--- src/rtl/irqreg_pkg.sv ---
`timescale 1ns/1ps
// Package irqreg_pkg
// Shared write-mode type and the byte offsets of the register aliases.
// Assumes word-aligned offsets compared on the full address.
package irqreg_pkg;

    typedef enum logic [1:0] {
        WM_NONE    = 2'd0,
        WM_REPLACE = 2'd1,
        WM_CLEAR   = 2'd2,
        WM_SET     = 2'd3
    } wmode_e;

    localparam int OFS_FLAG_REP = 'h0C;
    localparam int OFS_FLAG_CLR = 'h10;
    localparam int OFS_FLAG_SET = 'h14;
    localparam int OFS_MASK_REP = 'h18;
    localparam int OFS_MASK_CLR = 'h1C;
    localparam int OFS_MASK_SET = 'h20;
    localparam int OFS_TRIG     = 'h24;

endpackage

--- src/rtl/irqreg_alias.sv ---
`timescale 1ns/1ps
// Module irqreg_alias
// One register with replace/clear/set write modes and byte-lane enables.
// A hardware set vector is ORed in after the software update, so it wins.
// Assumes mode is WM_NONE whenever no write targets this register.
module irqreg_alias #(
    parameter int                DATA_W  = 32,
    parameter logic [DATA_W-1:0] RST_VAL = '0
) (
    input  logic                    clk,
    input  logic                    rst_n,
    input  irqreg_pkg::wmode_e      mode,
    input  logic [DATA_W/8-1:0]     be,
    input  logic [DATA_W-1:0]       wdata,
    input  logic [DATA_W-1:0]       hw_set,
    output logic [DATA_W-1:0]       q
);
    import irqreg_pkg::*;

    localparam int LANES = DATA_W / 8;

    logic [DATA_W-1:0] lane_m;
    logic [DATA_W-1:0] wbits;
    logic [DATA_W-1:0] upd;

    // Expand each byte enable over its eight data bits.
    for (genvar l = 0; l < LANES; l++) begin : g_lane
        assign lane_m[l*8 +: 8] = {8{be[l]}};
    end

    assign wbits = wdata & lane_m;

    // Purpose: compute the software-updated value for the active write mode.
    always_comb begin
        unique case (mode)
            WM_REPLACE: upd = (q & ~lane_m) | wbits;
            WM_CLEAR:   upd = q & ~wbits;
            WM_SET:     upd = q | wbits;
            default:    upd = q;
        endcase
    end

    // Purpose: register the update with the hardware set taking priority.
    always_ff @(posedge clk) begin
        if (!rst_n) q <= RST_VAL;
        else        q <= upd | hw_set;
    end

    AST_IDLE_HOLD: assert property (@(posedge clk) disable iff (!rst_n)
        ($past(rst_n) && $past(mode) == WM_NONE && $past(hw_set) == '0) |-> $stable(q));
    AST_HW_SET_WINS: assert property (@(posedge clk) disable iff (!rst_n)
        $past(rst_n) |-> ((q & $past(hw_set)) == $past(hw_set)));
    AST_CLEAR_NEVER_SETS: assert property (@(posedge clk) disable iff (!rst_n)
        ($past(rst_n) && $past(mode) == WM_CLEAR) |-> ((q & ~$past(q) & ~$past(hw_set)) == '0));

endmodule

--- src/rtl/irqreg_gen.sv ---
`timescale 1ns/1ps
// Module irqreg_gen
// Keeps per-bit edge-pending state and forms the registered interrupt.
// Assumes flag_q is the registered flag value. Edges are found against a
// one-cycle-delayed copy, so edge events latch one cycle after the flag.
module irqreg_gen #(
    parameter int                DATA_W   = 32,
    parameter logic [DATA_W-1:0] FLAG_RST = '0
) (
    input  logic                clk,
    input  logic                rst_n,
    input  logic [DATA_W-1:0]   flag_q,
    input  logic [DATA_W-1:0]   mask_q,
    input  logic [DATA_W-1:0]   edge_sel,
    input  logic                clr_wr,
    input  logic [DATA_W/8-1:0] be,
    input  logic [DATA_W-1:0]   wdata,
    input  logic [DATA_W-1:0]   hw_set,
    output logic                irq
);
    localparam int LANES = DATA_W / 8;

    logic [DATA_W-1:0] flag_prev;
    logic [DATA_W-1:0] pend;
    logic [DATA_W-1:0] lane_m;
    logic [DATA_W-1:0] pclr;
    logic [DATA_W-1:0] rise;
    logic [DATA_W-1:0] active;

    for (genvar l = 0; l < LANES; l++) begin : g_lane
        assign lane_m[l*8 +: 8] = {8{be[l]}};
    end

    // Acknowledge only where no hardware set arrives in the same cycle.
    assign pclr   = clr_wr ? (wdata & lane_m & ~hw_set) : '0;
    assign rise   = flag_q & ~flag_prev & edge_sel;
    assign active = mask_q & ((edge_sel & pend) | (~edge_sel & flag_q));

    // Purpose: delayed flag copy used for rising-edge detection.
    always_ff @(posedge clk) begin
        if (!rst_n) flag_prev <= FLAG_RST;
        else        flag_prev <= flag_q;
    end

    // Purpose: latch edge events, dropping those acknowledged this cycle.
    always_ff @(posedge clk) begin
        if (!rst_n) pend <= '0;
        else        pend <= (pend | rise) & ~pclr;
    end

    // Purpose: register the combined interrupt request.
    always_ff @(posedge clk) begin
        if (!rst_n) irq <= 1'b0;
        else        irq <= |active;
    end

    AST_PEND_ONLY_EDGE: assert property (@(posedge clk) disable iff (!rst_n)
        $past(rst_n) |-> ((pend & ~$past(pend) & ~$past(edge_sel)) == '0));
    AST_PEND_DROP_BY_ACK: assert property (@(posedge clk) disable iff (!rst_n)
        $past(rst_n) |-> (($past(pend) & ~pend & ~$past(pclr)) == '0));
    AST_IRQ_NEEDS_MASK: assert property (@(posedge clk) disable iff (!rst_n)
        ($past(rst_n) && $past(mask_q) == '0) |-> !irq);

endmodule

--- src/rtl/irq_flag_unit.sv ---
`timescale 1ns/1ps
// Module irq_flag_unit
// Top of the flag/mask/trigger-type register unit. Decodes the aliases,
// muxes read data and drives the registered interrupt request.
// Assumes one access per cycle; reads are combinational from bus_addr.
module irq_flag_unit #(
    parameter int ADDR_W = 8,
    parameter int DATA_W = 32
) (
    input  logic                clk,
    input  logic                rst_n,
    input  logic                bus_wr,
    input  logic [ADDR_W-1:0]   bus_addr,
    input  logic [DATA_W/8-1:0] bus_be,
    input  logic [DATA_W-1:0]   bus_wdata,
    output logic [DATA_W-1:0]   bus_rdata,
    input  logic [DATA_W-1:0]   hw_flag_set,
    output logic                irq
);
    import irqreg_pkg::*;

    localparam logic [DATA_W-1:0] FLAG_RST = DATA_W'(32'h2040_0000);
    localparam logic [DATA_W-1:0] MASK_RST = '0;
    localparam logic [DATA_W-1:0] TRIG_RST = '1;

    wmode_e flag_mode, mask_mode, trig_mode;
    logic [DATA_W-1:0] flag_q, mask_q, trig_q;

    // Purpose: map the write address onto register and write mode.
    always_comb begin
        flag_mode = WM_NONE;
        mask_mode = WM_NONE;
        trig_mode = WM_NONE;
        if (bus_wr) begin
            unique case (bus_addr)
                ADDR_W'(OFS_FLAG_REP): flag_mode = WM_REPLACE;
                ADDR_W'(OFS_FLAG_CLR): flag_mode = WM_CLEAR;
                ADDR_W'(OFS_FLAG_SET): flag_mode = WM_SET;
                ADDR_W'(OFS_MASK_REP): mask_mode = WM_REPLACE;
                ADDR_W'(OFS_MASK_CLR): mask_mode = WM_CLEAR;
                ADDR_W'(OFS_MASK_SET): mask_mode = WM_SET;
                ADDR_W'(OFS_TRIG):     trig_mode = WM_REPLACE;
                default: ;
            endcase
        end
    end

    irqreg_alias #(.DATA_W(DATA_W), .RST_VAL(FLAG_RST)) u_flag (
        .clk(clk), .rst_n(rst_n), .mode(flag_mode), .be(bus_be),
        .wdata(bus_wdata), .hw_set(hw_flag_set), .q(flag_q)
    );

    irqreg_alias #(.DATA_W(DATA_W), .RST_VAL(MASK_RST)) u_mask (
        .clk(clk), .rst_n(rst_n), .mode(mask_mode), .be(bus_be),
        .wdata(bus_wdata), .hw_set('0), .q(mask_q)
    );

    irqreg_alias #(.DATA_W(DATA_W), .RST_VAL(TRIG_RST)) u_trig (
        .clk(clk), .rst_n(rst_n), .mode(trig_mode), .be(bus_be),
        .wdata(bus_wdata), .hw_set('0), .q(trig_q)
    );

    irqreg_gen #(.DATA_W(DATA_W), .FLAG_RST(FLAG_RST)) u_gen (
        .clk(clk), .rst_n(rst_n), .flag_q(flag_q), .mask_q(mask_q),
        .edge_sel(trig_q), .clr_wr(flag_mode == WM_CLEAR), .be(bus_be),
        .wdata(bus_wdata), .hw_set(hw_flag_set), .irq(irq)
    );

    // Purpose: return the register behind any of its aliases, else zero.
    always_comb begin
        unique case (bus_addr)
            ADDR_W'(OFS_FLAG_REP),
            ADDR_W'(OFS_FLAG_CLR),
            ADDR_W'(OFS_FLAG_SET): bus_rdata = flag_q;
            ADDR_W'(OFS_MASK_REP),
            ADDR_W'(OFS_MASK_CLR),
            ADDR_W'(OFS_MASK_SET): bus_rdata = mask_q;
            ADDR_W'(OFS_TRIG):     bus_rdata = trig_q;
            default:               bus_rdata = '0;
        endcase
    end

    AST_RESET_IRQ_LOW: assert property (@(posedge clk)
        !$past(rst_n) |-> !irq);

endmodule

--- config.mk ---
export PLATFORM = sky130hd
export DESIGN_NAME = irq_flag_unit
export DESIGN_NICKNAME = d
export VERILOG_FILES = /design/src/rtl/irqreg_pkg.sv /design/src/rtl/irqreg_alias.sv /design/src/rtl/irqreg_gen.sv /design/src/rtl/irq_flag_unit.sv
export SDC_FILE = /design/constraint.sdc
export NUM_CORES = 1
export LEC_CHECK = 0
export BUFFER_PORTS_ARGS = -buffer_cell sky130_fd_sc_hd__buf_2
export CELL_PAD_IN_SITES_DETAIL_PLACEMENT = 1
export CELL_PAD_IN_SITES_GLOBAL_PLACEMENT = 2
export CORE_AREA = 8 8 158 160
export DETAILED_ROUTE_END_ITERATION = 6
export DIE_AREA = 0 0 166 168
export PLACE_DENSITY_LB_ADDON = 0.1
export SYNTH_ARGS = -nofsm -noshare
export SYNTH_HDL_FRONTEND = slang
export SYNTH_SLANG_ARGS = --single-unit
--- constraint.sdc ---
create_clock -name clk -period 3.2 [get_ports clk]
set_clock_uncertainty 0.1 [all_clocks]
set_input_delay 0.64 -clock clk [delete_from_list [all_inputs] [get_ports clk]]
set_output_delay 0.64 -clock clk [all_outputs]
set_load 0.05 [all_outputs]
# Yosys cells after proc, flatten, opt, wreduce, memory -nomap -nowiden
# Index checks and enable logic that the tools add are counted.
# op_classes
eq_ne	16
mux	11
bitwise_logic	29
n_reduce_logical	5
# ops
cell	count
$and 32x32->32	14
$pmux 32 s3	4
$or 32x32->32	9
$not 32->32	6
$eq 8x5->1 const B	4
$mux 32	1
$reduce_or 32->1	1
$eq 8x6->1 const B	2
$pmux 2 s3	2
$eq 2x2->1 const B	4
$eq 8x4->1 const B	1
$reduce_bool 3->1	2
$reduce_or 3->1	2
$eq 1x2->1 const B	2
$eq 2x1->1 const B	2
$mux 2	2
$mux 1	2
$eq 1x1->1 const B	1
# totals
reg_bits	161
input_bits	79
output_inout_bits	33
wordCells	67

# Longest topological paths before layout
# logic_depth
ltp_word	7
mapped_depth	8

# Cells and area by module
# Synthesis repeated with hierarchy kept, for this count alone.
# unflattened
cells_unflattened	991
area_unflattened_um2	8585.7
# by_module_without_submodules
mod	instances	cells_each	area_each_um2
irqreg_gen	1	320	2886.5
irqreg_alias at u_flag	1	180	1625.3
irqreg_alias at u_mask	1	179	1621.6
irqreg_alias at u_trig	1	179	1562.7
irq_flag_unit	1	133	889.6

# Least setup slack after synthesis
# Ideal clock, no wire load.
# synth_path
path_type	input port to output port
from	input port bus_addr[7]
to	output port bus_rdata[26]
t_arrival_ns	2.342
required_ns	2.460
slack_ns	0.118
cell_stages	5
n_path_buf	1
path_cell_list	or4_4 -> nor3_1 -> clkbuf_1 -> a222oi_1 -> inv_1
# synth_via
elab_chain_cells	3
# synth_lines
element	line_no	text
start: declaration	irq_flag_unit.sv:13	input logic [ADDR_W-1:0] bus_addr,
$eq 8x5->1, or another cell as far along	irq_flag_unit.sv:71	unique case (bus_addr)
$reduce_or 3->1	irq_flag_unit.sv:71	
$pmux 32 s3 (*)	irq_flag_unit.sv:71	
end: declaration	irq_flag_unit.sv:16	output logic [DATA_W-1:0] bus_rdata,
# Every way passes the cells marked *; elsewhere a longest branch is shown, timed or not.

# Worst setup path in the final report
# layout_path
from	input port bus_addr[7]
to	output port bus_rdata[17]
# The elaborated chain is that of the path after synthesis.

==> results.yml <==
hold_path:
  hold_depth: 3
  holdCritPathClass: "in -> reg"
sta:
  slew_headroom_pct: 58.5
  tightest_slew_ps: 622
  maxSlewViolCount: 0
  setup_tns_ps: 0
  setup_viol: 0
  timing.final.crit_period_ps: 3130
  setup_ws_ps: 72.3
  finalHoldViolations: 0
  min_period_over_period_pct: 97.7
  rsz0062_at_grt: "false"
  fmax_mhz: 320
placement:
  dpl_worst_slack_ps: 89.1
  placedCellCount: 1249
  gp_congestion: 0.814
  hpwl_mm: 20.0
  portBuffers: 111
worst_setup_path:
  arrival_ps: 2390
  required_ps: 2460
  critical_path_class: "in -> out"
  critPathMaxFanout: 21
  start_kind: "primary input"
  reg2reg_depth: 5
  endpoint_kind: "primary output"
final_layout:
  area_growth_syn_to_layout_pct: 19.7
  post-route-util_pct: 41.3
  diodes: 0
  fillers: 2641
  nets: 1062
  fin_cells: 1281
  drive_above_1_share_pct: 21.3
clocking:
  clkTransAtPathRegs_ps: 70
  clock_latency_ps: 430
  cts_tree: "done"
  root_buffer: "clkbuf_16"
  ctsHtreeMaxLevel: 4
  holdBufCountCts: 0
  cts_post_setup_buffers_inserted: 0
  ctsResizeCount: 0
  clk_path_buf_depth: 2
  clock_sinks: 161
  cts_buffers: 17
grt:
  grt_start_max_net_pins: 92
  grt_antenna_before_repair: 1
  grt_first_pass_wirelength_mm: 45.9
  grt_pass1_vias: 7939
  grt_use_total_pct: 20.8
  gr-total-overflow: 0
yosys:
  syn_area_per_cell_um2: 8.74
  syn-cell-area_um2: 7720
  synth_edf_count: 0
  ys_types: 40
  synthTopCellsByCount: "dfxtp_1, nand2_1, nor2_1"
  synthFlopType: "dfxtp_1"
  yosysMostFrequentCell: "dfxtp_1"
  synthArstFlopShare_pct: 0
  synth_top_area_cell: "dfxtp_1"
  synthDominantCellAreaShare_pct: 41.8
  syn_inst: 883
  yosysWarnings: 0
  ys_seq_area_share_pct: 41.8
  syn-num-nets: 962
  ys_ff_latch: 161
  netlist_top_cells_area: "dfxtp_1, nand2_1, nor2_1, mux2_2, o21ai_0"
detailed_routing:
  ant_nets: 0
  drt_iter0_markers: 567
  routed_wl_mm: 28.9
  drc: 0
  num_vias: 7344
  vias_per_cell: 5.73
  routedWlPerCell_um: 22.6
  drt_first_pass_iters: 5
die:
  die_w_um: 166
  initial_core_util_pct: 34.5
  core_um2: 22400
  fp-row-count: 55
  die_h_um: 168
  io_pins: 112
  die_area_um2: 27900
outcome:
  status: "completed"
power_and_ir_drop:
  p_leak_uw: 0.00424
  vdd_drop_max_mv: 0.353
  power.density_nw_per_um2: 518
flow_run:
  cap_violations: 0
## where the power goes
group	switching (µW)	internal, µW	total [µW]	leakage (µW)
sequential	71.5	2100	2180	0.00132
combinational	259	187	446	0.00262
clock	864	1300	2160	0.000304
## kinds of logic (layout without fill, tap and decap cells)
group	Yosys count	in the layout	share of synthesized area [%]
DFF	161	161	41.8
muxes	62	62	8.53
xor gates and xnor gates	1	1	0.114
and+or+nand+nor	258	258	15.2
buffers and inverters	92	205	5.35
AOI/OAI and AO/OA	309	309	29.0
## worst max-delay path: stages
cell      delay [ps]
buf_2             90
or4_4            560
and4bb_2         390
buf_12           200
a222oi_1         130
inv_1             90
buf_2            260
## per-layer routing
layer	global-route usage, %	vias up	wire length, µm
li1	-	3425	-
met1	26.2	3681	13100
met2	35.7	202	14000
met3	3.51	34	1390
met4	7.27	2	452
met5	0	-	13
## final cells by class
class                      count  area (µm²)  share of cell area (%)
clock buffer                  21         470                    5.10
clock inverter                11         151                    1.64
timing repair buffer         139         818                    8.86
tap                          285         357                    3.86
inverter                      34         128                    1.38
sequential                   161        3220                    34.9
multi-input combinational    630        4090                    44.2
## cell usage in the layout (no fill, tap or decap), types with 4 or more instances in the layout
cell,instances
dfxtp_1,161
buf_2,110
nand2_1,108
nor2_1,95
o21ai_0,66
a21oi_1,38
inv_1,34
a22o_1,34
a32oi_1,32
a222oi_1,32
mux2i_1,32
a21boi_0,31
and2_1,31
o21bai_1,30
a21o_1,30
mux2_2,30
buf_4,25
clkbuf_16,17
a22oi_1,8
nand2b_1,4
nand4_1,4
nand3_2,4
a221oi_1,4
buf_12,4
## metrics by stage
| step | hold WS, ps | cell area, µm² | total power (µW) |
|---|---|---|---|
| 4_1_cts | 344 | 9230 | 4850 |
| 3_3_place_gp | 397 | 8610 | 2640 |
| 3_5_place_dp | 424 | 8610 | 2660 |
| 5_1_grt | 363 | 9230 | 4990 |
| 6_report | 363 | 9230 | 4780 |
| 2_1_floorplan | 373 | 7720 | 2470 |
## path summary, 6_finish.rpt
kind,start,to,slack [ps]
worst max-delay path,bus_addr[7],bus_rdata[17],70
worst min-delay path,bus_wdata[28],flip-flop,360
worst max register to register,flip-flop,u_gen.irq,1020
worst min register to register,u_flag.q[17],u_gen.flag_prev[17],440
Note: power is estimated with default switching activity, not from simulation.
